**src/rtl/dac_dbuf.sv**
```systemverilog
module dac_dbuf #(
  parameter int W = 16,
  parameter bit MID_CLEAR = 1'b0
) (
  input  logic         clk,
  input  logic         rst_n,
  input  logic         wr_en,
  input  logic [1:0]   wr_mask,
  input  logic [W-1:0] wr_data,
  input  logic         upd_en,
  input  logic [1:0]   upd_mask,
  input  logic         word_done,
  input  logic [1:0]   sync_mask,
  input  logic         ldac_n,
  input  logic         clr_n,
  output logic [W-1:0] dac_a,
  output logic [W-1:0] dac_b,
  output logic         clr_mode
);
  localparam logic [W-1:0] CLR_CODE = MID_CLEAR ? {1'b1, {(W-1){1'b0}}} : '0;

  logic [2:0] ldac_sh, clr_sh;
  logic ldac_fall, clr_fall;
  logic [W-1:0] buf_q [2];
  logic [W-1:0] dac_q [2];
  logic [W-1:0] buf_nx [2];
  logic [1:0] dac_ld;

  always_ff @(posedge clk) begin
    if (!rst_n) begin
      ldac_sh <= '1;
      clr_sh  <= '1;
    end else begin
      ldac_sh <= {ldac_sh[1:0], ldac_n};
      clr_sh  <= {clr_sh[1:0], clr_n};
    end
  end

  assign ldac_fall = ldac_sh[2] & ~ldac_sh[1];
  assign clr_fall  = clr_sh[2] & ~clr_sh[1];

  always_comb begin
    for (int i = 0; i < 2; i++) begin
      buf_nx[i] = (wr_en && wr_mask[i]) ? wr_data : buf_q[i];
      dac_ld[i] = (ldac_fall && !sync_mask[i]) || (upd_en && upd_mask[i]) ||
                  (wr_en && wr_mask[i] && sync_mask[i]);
    end
  end

  always_ff @(posedge clk) begin
    if (!rst_n) begin
      for (int i = 0; i < 2; i++) begin
        buf_q[i] <= CLR_CODE;
        dac_q[i] <= CLR_CODE;
      end
      clr_mode <= 1'b0;
    end else if (clr_fall) begin
      for (int i = 0; i < 2; i++) begin
        buf_q[i] <= CLR_CODE;
        dac_q[i] <= CLR_CODE;
      end
      clr_mode <= 1'b1;
    end else begin
      for (int i = 0; i < 2; i++) begin
        buf_q[i] <= buf_nx[i];
        if (dac_ld[i]) dac_q[i] <= buf_nx[i];
      end
      if (word_done) clr_mode <= 1'b0;
    end
  end

  assign dac_a = dac_q[0];
  assign dac_b = dac_q[1];
endmodule

```
**config.mk**
```make
export PLATFORM = sky130hd
export DESIGN_NAME = dac_dbuf
export DESIGN_NICKNAME = d
export VERILOG_FILES = /design/src/rtl/dac_dbuf.sv
export SDC_FILE = /design/constraint.sdc
export NUM_CORES = 1
export LEC_CHECK = 0
export ABC_AREA = 1
export BUFFER_PORTS_ARGS = -buffer_cell sky130_fd_sc_hd__buf_2
export CAP_MARGIN = 20
export CORE_MARGIN = 4
export CORE_UTILIZATION = 50
export CTS_BUF_LIST = sky130_fd_sc_hd__clkbuf_16
export CTS_CLUSTER_DIAMETER = 100
export DETAILED_ROUTE_END_ITERATION = 12
export GPL_TIMING_DRIVEN = 0
export MAX_ROUTING_LAYER = met4
export PLACE_DENSITY = 0.74
export SKIP_LAST_GASP = 1
export SLEW_MARGIN = 20
export SYNTH_ARGS = -nofsm -noshare
export SYNTH_HDL_FRONTEND = slang
export SYNTH_SLANG_ARGS = --single-unit
```
**constraint.sdc**
```tcl
create_clock -name clk -period 1.8 [get_ports clk]
set_input_delay 0.18 -clock clk [delete_from_list [all_inputs] [get_ports clk]]
set_output_delay 0.18 -clock clk [all_outputs]
set_load 0.01 [all_outputs]
```
==> results.py, run 1 <==
metrics = {
    "grt": {
        "track_usage_pct": 18.5,
        "grt_overflow": 0,
        "antenna_found_initial": 0,
        "grt_pass1_vias": 2144,
        "grt_pass1_wl_um": 9790,
        "grt_max_degree": 17,
    },
    "routing": {
        "wl_um": 5960,
        "routed-wl-met3_um": 439,
        "viasPerCell": 4.53,
        "drcViolationCount": 0,
        "wl_per_cell_um": 12.5,
        "drt-met1-wl_um": 2590,
        "wl_met2_um": 2790,
        "vias": 2156,
        "firstDrtPassIters": 4,
        "ant_nets": 0,
        "top_layer": "met4",
        "drt_iter0_markers": 161,
    },
    "placed_design": {
        "pre_cts_slack_ps": -442,
        "placed_area_sq_um": 3530,
        "hpwl_um": 4140,
        "gp_congestion": 0.803,
        "io_buffer_count": 61,
    },
    "synth": {
        "synth-seq-cells": 71,
        "muxShareOfSynthArea_pct": 0,
        "synth_top_family_by_area": "simple AND/OR/NAND/NOR gates",
        "synthAdderAreaFrac_pct": 0,
        "ys_types": 17,
        "synth-xor-area-share_pct": 0,
        "ys_seq_area_share_pct": 68.4,
        "yosysWarnings": 0,
        "syn_inst": 291,
        "syn_area_sq_um": 3010,
        "yosys.area_share.simple_pct": 16.3,
        "synth_compound_area_share_pct": 5.15,
        "synth_area_per_cell_sq_um": 10.4,
    },
    "sta": {
        "hold_viol": 0,
        "finClkSkew_ps": 5.46,
        "rsz0062_at_grt": "no",
        "tns_ps": 0,
        "whs_ps": 36.3,
        "layout_min_cycle_time_ps": 1600,
        "slew_violations": 0,
        "finalCritPeriodShare_pct": 89.0,
        "fmax_ghz": 0.624,
        "setup_viol": 0,
        "setup_slack_ps": 198,
    },
    "clock_tree": {
        "ctsHoldBuffers": 0,
        "htree_levels": 3,
        "clock_sinks": 71,
        "root_buffer": "clkbuf_16",
        "clk_pin_slew_ps": 50,
        "tritoncts": "done",
        "cts_buffers": 9,
        "clock_latency_ps": 330,
        "clock_path_buffers": 2,
    },
    "setup_path": {
        "crit_fanout": 16,
        "cp-start-kind": "flip-flop",
        "critical_path_class": "flip-flop to flip-flop",
        "endpoint_kind": "flip-flop",
        "cp.arrival_ps": 1610,
        "rr_worst_depth": 7,
        "critPathRequiredTime_ps": 1810,
    },
    "floorplan": {
        "ioPinCount": 62,
        "die_x_um": 85.6,
        "coreArea_sq_um": 5890,
        "initial_core_util_pct": 51.2,
        "fp-row-count": 28,
        "dieArea_sq_um": 7330,
        "dieHeight_um": 85.6,
    },
    "hold_path": {
        "hold_depth": 2,
        "worstHoldPathType": "input port to flip-flop",
    },
    "finish": {
        "final_cell_mix": "nand2_1, buf_2, edfxtp_1",
        "drive_gt1_share_pct": 23.2,
        "multi_input_area_sq_um": 766,
        "design_area_sq_um": 3800,
        "diodes": 0,
        "nets": 425,
        "fillerInstances": 496,
        "seq_area_sq_um": 2060,
        "final_common_cell": "nand2_1",
        "area_delta_synth_final_pct": 26.2,
        "final_util_pct": 64.6,
    },
    "pwr": {
        "powerDensity_nw_per_um2": 1040,
        "power.leakage_nw": 1.99,
        "ir_worst_vdd_uv": 605,
    },
    "run_status": {
        "outcome": "completed",
    },
    "flow_run": {
        "maxCapViolCount": 0,
    },
}
layout make-up:
class	instances	share of cell area, %
inverters	56	5.53
clock inverters	7	0.856
plain buffers	12	2.40
flip-flops and latches	71	54.2
well taps	75	2.47
multi-input cells	183	20.1
repair buffers	63	8.43
clock buffers	9	5.92
what timing repair did:
action	in CTS	in global routing
resized for setup	0	0
setup buffers	2	0
setup endpoints to repair	32	0
per-stage QoR:
step,total power (W),cells
after global placement,0.00244,458
final,0.00395,476
after floorplan,0.00228,322
after detailed placement,0.00245,458
after global routing,0.00412,476
after CTS,0.00398,476
where the power goes:
| part | internal [W] | total (W) | switching (W) |
|---|---|---|---|
| clock network | 0.000906 | 0.00153 | 0.000626 |
| logic | 0.000162 | 0.000439 | 0.000277 |
| registers | 0.00195 | 0.00198 | 0.0000308 |
sequential cells by signal (all words and copies together), names as in the netlist:
signal	flops
dac_q	32
clr_sh	3
buf_q	32
ldac_sh	3
clr_mode	1
critical path, cell delays in order (launching register included):
cell and delay [ps]:
dfxtp_1 290, inv_1 60, nand2_1 70, nand2_1 60, clkinv_1 170, buf_2 260
nand4_1 110, buf_4 260
logic make-up after synthesis:
family          Yosys count
other cells               1
flops                    71
compound gates           31
buf+inv                  68
simple gates            120
final timing paths:
check / slack [ps] / end / startpoint
setup / recovery: 200 / dac_q[0][3] / clr_sh[1]
hold / removal: 40 / clr_sh[0] / clr_n
setup reg to reg: 200 / dac_q[0][3] / clr_sh[1]
hold reg to reg: 410 / clr_sh[1] / clr_sh[0]
cells in the mapped netlist, drive strengths merged:
cell / number / area (sq um)
nand2: 71 / 269
clkinv: 1 / 3.75
nand3b: 1 / 7.51
dfxtp: 7 / 140
edfxtp: 64 / 1920
nand4: 2 / 12.5
buf: 12 / 91.3
inv: 55 / 206
or2: 4 / 25.0
nand3: 9 / 45.0
conb: 1 / 3.75
o21ai: 30 / 150
nor2: 33 / 131
a21oi: 1 / 5.00
routing by layer:
layer,vias up,track usage (%)
met1,957,22.7
met3,13,3.46
met2,75,28.8
met5,-,-
met4,0,10.8
li1,1111,-
Note: power is estimated with default switching activity, not from simulation.
==> run 2: changes to the inputs <==
--- a/config.mk
+++ b/config.mk
@@ -15,7 +15,8 @@
 export DETAILED_ROUTE_END_ITERATION = 12
 export GPL_TIMING_DRIVEN = 0
 export MAX_ROUTING_LAYER = met4
-export PLACE_DENSITY = 0.74
+export PLACE_DENSITY_LB_ADDON = 0.08
+export RECOVER_POWER = 50
 export SKIP_LAST_GASP = 1
 export SLEW_MARGIN = 20
 export SYNTH_ARGS = -nofsm -noshare
==> run 2 against run 1 <==
Compared with the run above: hold slack improved by 7.5 ps; cell area decreased by 0.92%; non-clock buffer count increased by 1; via count decreased by 1.7%; clock skew increased by 0.80 ps; first-iteration DRC count decreased by 11%; combinational power decreased by 6.4%; sequential power about the same; largest power group unchanged; highest routed layer unchanged.
==> results.py, run 2 (synthesis gave the netlist of run 1 again) <==
metrics = {
    "setup_path": {
        "path_delay_family": "buffers and inverters",
        "crit_fanout": 16,
        "reg2reg_slack_ps": 230,
        "critical_path_class": "flip-flop to flip-flop",
        "endpoint_kind": "flip-flop",
        "cp.arrival_ps": 1580,
        "r2r-end": "dac_q[0][18]",
        "crit-reg2reg-launch": "clr_sh[1]",
        "crit_chain": "inv_1 -> nand2_1 -> nand2_1 -> clkinv_1 -> buf_2 -> nand4_1 -> buf_4",
        "rr_worst_depth": 7,
        "startpoint": "clr_sh[1]",
        "cpPeakStageDelay_ps": 290,
        "crit_top_cell": "nand2_1",
        "path_buf_inv": 4,
        "critPathRequiredTime_ps": 1810,
        "cp-start-kind": "flip-flop",
        "cpMaxStageDelayCell": "dfxtp_1",
    },
    "sta": {
        "finClkSkew_ps": 6.26,
        "slew_headroom_pct": 60.7,
        "setup_viol": 0,
        "hold_viol": 0,
        "whs_ps": 43.8,
        "tightest_slew_ps": 590,
        "rsz0062_at_grt": "no",
        "slew_violations": 0,
        "fmax_ghz": 0.637,
        "layout_min_cycle_time_ps": 1570,
        "finalCritPeriodShare_pct": 87.2,
    },
    "grt": {
        "grt_max_degree": 17,
        "track_usage_pct": 18.6,
        "grt_pass1_vias": 2195,
        "grt_pass1_wl_um": 10000,
        "grt_overflow": 0,
        "antenna_found_initial": 0,
    },
    "placed_design": {
        "gp_congestion": 0.742,
        "placed_cells": 458,
        "hpwl_um": 4240,
        "io_buffer_count": 61,
    },
    "floorplan": {
        "dieArea_sq_um": 7330,
        "dieHeight_um": 85.6,
        "ioPinCount": 62,
        "die_x_um": 85.6,
        "coreArea_sq_um": 5890,
        "initial_core_util_pct": 51.2,
        "fp-row-count": 28,
    },
    "finish": {
        "final_common_cell": "nand2_1",
        "fillerInstances": 511,
        "final_cell_mix": "nand2_1, edfxtp_1, inv_1",
        "drive_gt1_share_pct": 14.2,
        "finalNonFillerCells": 477,
        "largestRegisters": "buf_q: 32 flops, dac_q: 32 flops",
        "diodes": 0,
        "final_util_pct": 64.0,
        "nets": 426,
        "area_delta_synth_final_pct": 25.0,
    },
    "clock_tree": {
        "clock_path_buffers": 2,
        "cts_buffers": 9,
        "htree_levels": 3,
        "clock_latency_ps": 320,
        "cts_resized": 0,
        "tritoncts": "done",
        "clk_pin_slew_ps": 50,
        "ctsHoldBuffers": 0,
        "cts_setup_buffers": 3,
        "clock_sinks": 71,
        "root_buffer": "clkbuf_16",
    },
    "routing": {
        "drcViolationCount": 0,
        "wl_um": 6130,
        "drt_iter0_markers": 143,
        "ant_nets": 0,
        "vias": 2119,
        "wl_per_cell_um": 12.8,
        "viasPerCell": 4.44,
        "firstDrtPassIters": 4,
    },
    "hold_path": {
        "hold_depth": 2,
        "min_from": "clr_n",
        "hold_path_end": "clr_sh[0]",
        "worstHoldPathType": "input port to flip-flop",
    },
    "pwr": {
        "ir_worst_vdd_uv": 706,
        "power_w": 0.00405,
        "powerDensity_nw_per_um2": 1080,
        "power.leakage_nw": 1.87,
    },
    "run_status": {
        "outcome": "completed",
    },
    "flow_run": {
        "maxCapViolCount": 0,
    },
}
run 2: changes by cell type in the layout (fill, tap and decap cells not counted), sizes merged:
| cell | change |
|---|---|
| clkbuf | +38 |
| bufinv | +1 |
| inv | -1 |
| clkinv | +1 |
| buf | -37 |
| clkinvlp | -1 |
run 2: routing by layer:
layer | GRT usage (%) | share of wire, % | vias up
met4 | 6.04 | 0.29 | 0
met5 | - | 0 | -
li1 | - | - | 1110
met1 | 23.5 | 45 | 943
met2 | 29.9 | 49 | 64
met3 | 4.32 | 5.9 | 2
run 2: worst max-delay path by stage:
stage                   end  cells after the start
2_1_floorplan  dac_q[0][16]                      6
3_3_place_gp   dac_q[0][10]                      6
3_5_place_dp    dac_q[0][4]                      6
4_1_cts        dac_q[0][19]                      7
5_1_grt        dac_q[0][19]                      7
6_report       dac_q[0][18]                      7
run 2: worst register-to-register path: cells and delay by family, from the launching register on:
| kind | cells | cell delay, ps |
|---|---|---|
| flip-flops | 1 | 290 |
| buffers and inverters | 4 | 720 |
| AND/OR/NAND/NOR | 3 | 230 |
run 2: power by group:
part	switching [W]	internal, W
Combinational	0.000275	0.000136
Clock	0.000611	0.00105
Sequential	0.0000320	0.00195
run 2: layout make-up:
class / instances / area, sq um / share of cell area [%]
Clock buffer: 9 / 225 / 5.98
Buffer: 12 / 76.3 / 2.03
Timing Repair Buffer: 64 / 285 / 7.57
Inverter: 56 / 210 / 5.58
Multi-Input combinational cell: 183 / 758 / 20.1
Tap cell: 75 / 93.8 / 2.49
Clock inverter: 7 / 55.1 / 1.46
Sequential cell: 71 / 2060 / 54.8
run 2: metrics by stage:
step,instance area [sq um],worst slack (ps),TNS (ps)
3_5_place_dp,3530,-485,-13910
6_report,3770,231,0
3_3_place_gp,3530,-409,-11970
5_1_grt,3770,90.9,0
2_1_floorplan,3130,156,0
4_1_cts,3830,217,0
